<file path="config.mk">
export PLATFORM = sky130hd
export DESIGN_NAME = lut_version_net
export DESIGN_NICKNAME = d
export VERILOG_FILES = /design/src/rtl/lvn_pkg.sv /design/src/rtl/lvn_version_ctrl.sv /design/src/rtl/lvn_mask_xform.sv /design/src/rtl/lvn_eval.sv /design/src/rtl/lut_version_net.sv
export SDC_FILE = /design/constraint.sdc
export NUM_CORES = 1
export LEC_CHECK = 0
export ABC_AREA = 1
export BUFFER_PORTS_ARGS = -buffer_cell sky130_fd_sc_hd__buf_2
export CORE_AREA = 2 2 141 143
export DETAILED_ROUTE_END_ITERATION = 6
export DIE_AREA = 0 0 143 145
export PLACE_DENSITY = 0.71
export SLEW_MARGIN = 20
export SYNTH_ARGS = -nofsm -noshare
export SYNTH_HDL_FRONTEND = slang
export SYNTH_HIERARCHICAL = 1
export SYNTH_SLANG_ARGS = --single-unit
</file>
<file path="constraint.sdc">
create_clock -name clk_i -period 3.6 [get_ports clk_i]
set_clock_uncertainty 0.2 [all_clocks]
set_input_delay 0.72 -clock clk_i [delete_from_list [all_inputs] [get_ports clk_i]]
set_output_delay 0.72 -clock clk_i [all_outputs]
set_load 0.01 [all_outputs]
</file>
<file path="src/rtl/lvn_pkg.sv">
package lvn_pkg;
  localparam int unsigned LVN_K          = 4;
  localparam int unsigned LVN_LIST_DEPTH = 16;

  typedef enum logic [1:0] {
    VCMD_HOLD = 2'd0,
    VCMD_ADV  = 2'd1,
    VCMD_SET  = 2'd2
  } vcmd_e;
endpackage

</file>
<file path="src/rtl/lvn_version_ctrl.sv">
module lvn_version_ctrl
  import lvn_pkg::*;
#(
  parameter int unsigned K          = LVN_K,
  parameter int unsigned LIST_DEPTH = LVN_LIST_DEPTH,
  parameter logic [K-1:0] INV_MASK  = '1,
  localparam int unsigned IDX_W     = $clog2(LIST_DEPTH)
) (
  input  logic             clk_i,
  input  logic             rst_ni,
  input  logic             list_we_i,
  input  logic [IDX_W-1:0] list_idx_i,
  input  logic [K-1:0]     list_ver_i,
  input  logic [IDX_W-1:0] list_last_i,
  input  logic             ver_set_i,
  input  logic [K-1:0]     ver_i,
  input  logic             adv_i,
  output logic [K-1:0]     active_ver_o
);
  logic [LIST_DEPTH-1:0][K-1:0] list_q;
  logic [IDX_W-1:0]             ptr_q, ptr_nxt;
  logic [K-1:0]                 ver_q;
  vcmd_e                        cmd;

  always_comb begin
    if (ver_set_i)  cmd = VCMD_SET;
    else if (adv_i) cmd = VCMD_ADV;
    else            cmd = VCMD_HOLD;
    ptr_nxt = (ptr_q == list_last_i) ? '0 : ptr_q + 1'b1;
  end

  always_ff @(posedge clk_i or negedge rst_ni) begin
    if (!rst_ni) begin
      list_q <= '0;
    end else if (list_we_i) begin
      list_q[list_idx_i] <= list_ver_i & INV_MASK;
    end
  end

  // version changes only at the edge that samples a strobe
  always_ff @(posedge clk_i or negedge rst_ni) begin
    if (!rst_ni) begin
      ptr_q <= '0;
      ver_q <= '0;
    end else begin
      case (cmd)
        VCMD_SET: ver_q <= ver_i & INV_MASK;
        VCMD_ADV: begin
          ptr_q <= ptr_nxt;
          ver_q <= list_q[ptr_nxt];
        end
        default: ;
      endcase
    end
  end

  assign active_ver_o = ver_q;
endmodule

</file>
<file path="src/rtl/lvn_mask_xform.sv">
module lvn_mask_xform
  import lvn_pkg::*;
#(
  parameter int unsigned K         = LVN_K,
  parameter logic [K-1:0] INV_MASK = '1,
  localparam int unsigned MASK_W   = 1 << K
) (
  input  logic [K-1:0][MASK_W-1:0] mask1_i,
  input  logic [MASK_W-1:0]        mask2_i,
  input  logic [K-1:0]             ver_i,
  output logic [K-1:0][MASK_W-1:0] phys1_o,
  output logic [MASK_W-1:0]        phys2_o
);
  for (genvar k = 0; k < K; k++) begin : g_first
    if (INV_MASK[k]) begin : g_inv
      assign phys1_o[k] = mask1_i[k] ^ {MASK_W{ver_i[k]}};
    end else begin : g_fixed
      assign phys1_o[k] = mask1_i[k];
    end
  end

  // cell a holds logical bit a^v, cancelling the inverted selects
  for (genvar a = 0; a < MASK_W; a++) begin : g_perm
    assign phys2_o[a] = mask2_i[K'(a) ^ ver_i];
  end
endmodule

</file>
<file path="src/rtl/lvn_eval.sv">
module lvn_eval
  import lvn_pkg::*;
#(
  parameter int unsigned K         = LVN_K,
  parameter logic [K-1:0] INV_MASK = '1,
  localparam int unsigned MASK_W   = 1 << K
) (
  input  logic [K*K-1:0]           lut_in_i,
  input  logic [K-1:0]             direct_i,
  input  logic [K-1:0][MASK_W-1:0] phys1_i,
  input  logic [MASK_W-1:0]        phys2_i,
  output logic [K-1:0]             phys_addr_o,
  output logic                     y_o
);
  for (genvar k = 0; k < K; k++) begin : g_sel
    if (INV_MASK[k]) begin : g_lut
      assign phys_addr_o[k] = phys1_i[k][lut_in_i[k*K +: K]];
    end else begin : g_direct
      assign phys_addr_o[k] = direct_i[k];
    end
  end

  assign y_o = phys2_i[phys_addr_o];
endmodule

</file>
<file path="src/rtl/lut_version_net.sv">
module lut_version_net
  import lvn_pkg::*;
#(
  parameter int unsigned K          = LVN_K,
  parameter int unsigned LIST_DEPTH = LVN_LIST_DEPTH,
  parameter logic [K-1:0] INV_MASK  = 4'b1011,
  localparam int unsigned MASK_W    = 1 << K,
  localparam int unsigned IDX_W     = $clog2(LIST_DEPTH),
  localparam int unsigned SEL_W     = $clog2(K + 1),
  localparam int unsigned K_W       = (K > 1) ? $clog2(K) : 1
) (
  input  logic                     clk_i,
  input  logic                     rst_ni,
  input  logic [K*K-1:0]           lut_in_i,
  input  logic [K-1:0]             direct_i,
  input  logic                     load_en_i,
  input  logic [SEL_W-1:0]         load_sel_i,
  input  logic [MASK_W-1:0]        load_data_i,
  input  logic                     list_we_i,
  input  logic [IDX_W-1:0]         list_idx_i,
  input  logic [K-1:0]             list_ver_i,
  input  logic [IDX_W-1:0]         list_last_i,
  input  logic                     ver_set_i,
  input  logic [K-1:0]             ver_i,
  input  logic                     adv_i,
  output logic                     y_o,
  output logic [K-1:0]             phys_addr_o,
  output logic [K-1:0]             active_ver_o,
  output logic [(K+1)*MASK_W-1:0]  phys_mask_o
);
  logic [K-1:0][MASK_W-1:0] mask1_q, phys1;
  logic [MASK_W-1:0]        mask2_q, phys2;
  logic [K-1:0]             ver, paddr;
  logic                     y_comb, y_q;
  logic [K-1:0]             paddr_q;

  always_ff @(posedge clk_i or negedge rst_ni) begin
    if (!rst_ni) begin
      mask1_q <= '0;
      mask2_q <= '0;
    end else if (load_en_i) begin
      if (load_sel_i < SEL_W'(K))       mask1_q[load_sel_i[K_W-1:0]] <= load_data_i;
      else if (load_sel_i == SEL_W'(K)) mask2_q <= load_data_i;
    end
  end

  lvn_version_ctrl #(.K(K), .LIST_DEPTH(LIST_DEPTH), .INV_MASK(INV_MASK)) u_vctrl (
    .clk_i       (clk_i),
    .rst_ni      (rst_ni),
    .list_we_i   (list_we_i),
    .list_idx_i  (list_idx_i),
    .list_ver_i  (list_ver_i),
    .list_last_i (list_last_i),
    .ver_set_i   (ver_set_i),
    .ver_i       (ver_i),
    .adv_i       (adv_i),
    .active_ver_o(ver)
  );

  lvn_mask_xform #(.K(K), .INV_MASK(INV_MASK)) u_xform (
    .mask1_i(mask1_q),
    .mask2_i(mask2_q),
    .ver_i  (ver),
    .phys1_o(phys1),
    .phys2_o(phys2)
  );

  lvn_eval #(.K(K), .INV_MASK(INV_MASK)) u_eval (
    .lut_in_i   (lut_in_i),
    .direct_i   (direct_i),
    .phys1_i    (phys1),
    .phys2_i    (phys2),
    .phys_addr_o(paddr),
    .y_o        (y_comb)
  );

  always_ff @(posedge clk_i or negedge rst_ni) begin
    if (!rst_ni) begin
      y_q     <= 1'b0;
      paddr_q <= '0;
    end else begin
      y_q     <= y_comb;
      paddr_q <= paddr;
    end
  end

  for (genvar k = 0; k < K; k++) begin : g_pm
    assign phys_mask_o[k*MASK_W +: MASK_W] = phys1[k];
  end
  assign phys_mask_o[K*MASK_W +: MASK_W] = phys2;

  assign y_o          = y_q;
  assign phys_addr_o  = paddr_q;
  assign active_ver_o = ver;
endmodule

</file>
==> results.ini <==
[synthesis]
ys_types = 38
synth_sequential_area_ratio = 0.414
netlist_instances = 1127
syn-num-nets = 1189
synth_warnings = 6
ys_seq_elements = 140
postSynthAreaPerCell_um2 = 7.51
post_synth_instance_area_um2 = 8470

[sta]
grt_setup_unrepaired = false
report.final.setup_viol = 0
timing.slew.headroom = 0.401
setup-tns-final_ns = 0
slew_worst_pin_ns = 0.899
final_hold_viol_count = 0
final.period_utilization = 0.898
finalMaxSlewViolations = 0
max_freq_mhz = 309
final_period_minus_worst_setup_slack_ns = 3.23

[detailed_routing]
antenna_left = 0
dr_pass1_iterations = 5
detailroute.via_count = 7725
vias_per_cell = 5.14
final_routed_wire_length_divided_by_cell_count_um = 14.9
detail_route.drc_violations = 0
initialDrtViolationCount = 745
route.final.wire_length_um = 22400

[cts]
cts-root-buf = sky130_fd_sc_hd__clkbuf_16
tritoncts_clock_tree = done
post_cts.resized_instances = 0
holdBufCountCts = 0
cts_max_path_buffers = 2
path_clk_slew_ns = 0.06
post_cts_setup_buffer_count = 0
worstSkewPairLatency_ns = 0.42
tritoncts_num_sinks = 140
cts_buffers = 17
cts-htree-levels = 4

[die]
io_pins = 150
chipHeight_um = 145
initial_util = 0.441
placement_rows = 51
core_um2 = 19200
die_width_um = 143
die_area_um2 = 20700

[global_routing]
antenna_found_initial = 0
grt_start_max_net_pins = 99
grt_pass1_wl_um = 35400
global_route_total_overflow = 0
first_global_vias = 7027
grt_util_all_layers = 0.215

[critical_path]
reg2reg_slack_ns = 0.78
cp.required_ns = 2.68
arrival_time_of_data_at_the_critical_path_endpoint_ns = 2.31
cp-end-kind = output port
timing.rr.start = u_vctrl/active_ver_o[3]
r2r_cells = 11
r2r_end = y_o
worst-path-max-fanout = 20
cp-start-kind = register
path_class = reg2out

[placement]
placed_cells_incl_taps = 1473
buffer_ports.inserted = 139
hpwlAfterDp_um = 15700
final_weighted_congestion_in_routability_driven_placement = 0.902

[cells_and_area]
layout.filler_cells = 1868
antenna_cells_inserted = 0
drive_gt1_frac = 0.197
nNetsFinal = 1289
area_growth_syn_to_layout_pct = 13.8
post_layout_nonfiller_instances = 1502

[power_and_ir_drop]
power.ir.vdd_worst_mv = 0.425
static-leakage-power_nw = 5.30
pwr_density_cell_nw_per_um2 = 782

[hold_path]
worstHoldPathType = in2async

[flow_run]
max-cap-violations = 0

[status]
outcome = finished, final reports clean

## metal layers
metal,global-route usage,wire length (um),vias to the layer above
met4,0.0703,435,0
met5,0,0,-
met3,0.0436,1370,32
met1,0.282,9690,3637
li1,-,-,3786
met2,0.354,10900,270
## registers in the layout (all words and copies together) (netlist names)
register / count
phys_addr_o: 4
mask2_q: 16
u_vctrl/ptr_q: 4
u_vctrl/active_ver_o: 3
y_o: 1
u_vctrl/list_q: 48
mask1_q: 64
## placed cells by master (no fill, tap or decap), types with 2 or more instances in the layout
cell,n
sky130_fd_sc_hd__nand2_1,433
sky130_fd_sc_hd__nand3_1,169
sky130_fd_sc_hd__dfrtp_1,139
sky130_fd_sc_hd__buf_2,138
sky130_fd_sc_hd__inv_1,75
sky130_fd_sc_hd__o21ai_0,51
sky130_fd_sc_hd__xor2_1,50
sky130_fd_sc_hd__nor2_1,31
sky130_fd_sc_hd__nand3_2,24
sky130_fd_sc_hd__clkbuf_16,17
sky130_fd_sc_hd__nand2_4,11
sky130_fd_sc_hd__nand2_2,9
sky130_fd_sc_hd__a21oi_1,9
sky130_fd_sc_hd__o21ai_1,7
sky130_fd_sc_hd__nor2_2,6
sky130_fd_sc_hd__buf_4,6
sky130_fd_sc_hd__o211ai_1,6
sky130_fd_sc_hd__nand3b_1,5
sky130_fd_sc_hd__inv_2,4
sky130_fd_sc_hd__clkinvlp_4,4
sky130_fd_sc_hd__mux2i_1,4
sky130_fd_sc_hd__nor3_1,4
sky130_fd_sc_hd__clkinv_2,3
sky130_fd_sc_hd__inv_4,3
sky130_fd_sc_hd__o21ai_2,3
sky130_fd_sc_hd__a22oi_1,3
sky130_fd_sc_hd__inv_6,2
sky130_fd_sc_hd__bufinv_16,2
sky130_fd_sc_hd__nand3_4,2
sky130_fd_sc_hd__o22ai_1,2
sky130_fd_sc_hd__or2_2,2
sky130_fd_sc_hd__o2111ai_1,2
## critical path, stage by stage, from the launching register on
cell                      delay [ns]
sky130_fd_sc_hd__dfrtp_1        0.91
sky130_fd_sc_hd__inv_8          0.20
sky130_fd_sc_hd__nand2_1        0.13
sky130_fd_sc_hd__nand3_1        0.10
sky130_fd_sc_hd__nand3_1        0.13
sky130_fd_sc_hd__nand2_1        0.10
sky130_fd_sc_hd__nand2_1        0.07
sky130_fd_sc_hd__nand2_1        0.10
sky130_fd_sc_hd__buf_2          0.15
## layout make-up
class                   count  area [um2]  share of cell area
inverters                  85         339              0.0352
clock buffers              18         439              0.0456
flip-flops and latches    140        3500               0.364
multi-input cells         837        4140               0.429
repair buffers            146         767              0.0796
clock inverters            11         123              0.0127
well taps                 265         332              0.0344
## stage by stage
step | util | total power (W) | hold slack [ns] | setup slack (ns) | instance area (um2)
2_1_floorplan | - | 0.00485 | 0.224 | 1.33 | 8470
3_3_place_gp | 0.473 | 0.00574 | 0.251 | 0.820 | 9080
3_5_place_dp | 0.473 | 0.00581 | 0.256 | 0.824 | 9080
4_1_cts | 0.502 | 0.00754 | 0.241 | 0.392 | 9640
5_1_grt | 0.502 | 0.00808 | 0.241 | 0.188 | 9640
6_report | 0.502 | 0.00754 | 0.192 | 0.369 | 9640
## synthesized netlist by cell type, drive strengths merged
| master | number | area, um2 |
|---|---|---|
| conb | 1 | 3.75 |
| ha | 1 | 12.5 |
| nor3 | 4 | 20.0 |
| nand2 | 454 | 1830 |
| o22ai | 2 | 12.5 |
| clkinv | 1 | 3.75 |
| xor2 | 50 | 438 |
| nand3 | 195 | 1120 |
| o21ai | 61 | 317 |
| nor2 | 38 | 165 |
| inv | 84 | 335 |
| a22oi | 3 | 22.5 |
| a21oi | 9 | 45.0 |
| or2 | 2 | 12.5 |
| buf | 59 | 467 |
| mux2i | 4 | 40.0 |
| dfrtp | 140 | 3500 |
| clkbuf | 6 | 22.5 |
| o211ai | 6 | 45.0 |
| nand3b | 5 | 37.5 |
| o2111ai | 2 | 17.5 |
## report_power, final
group	switching, W	internal [W]	leakage, nW
registers	0.000353	0.00191	1.75
clock network	0.000676	0.00102	0.266
logic	0.00228	0.00129	3.28
total	0.00331	0.00423	5.30
## how the worst max path moves through the flow
stage,end,cells after the start,slack (ns),from
6_report,phys_mask_o[74],8,0.37,u_vctrl/active_ver_o[0]
5_1_grt,phys_mask_o[64],8,0.19,u_vctrl/active_ver_o[0]
4_1_cts,phys_mask_o[64],8,0.39,u_vctrl/active_ver_o[0]
3_5_place_dp,y_o,13,0.82,u_vctrl/active_ver_o[0]
3_3_place_gp,u_vctrl/active_ver_o[1],14,0.82,list_last_i[2]
2_1_floorplan,y_o,15,1.33,u_vctrl/active_ver_o[0]
## cell families (layout without fill, tap and decap cells)
kind of cell,Yosys count,count (layout),synth area share
muxes,4,4,0.00473
adders and majority gates,1,1,0.00148
DFF,140,140,0.414
other,1,1,0.000443
and+or+nand+nor,698,698,0.376
buffers and inverters,150,260,0.0978
xor gates and xnor gates,50,50,0.0517
AOI/OAI and AO/OA,83,83,0.0542
(Power assumes the default switching activity.)
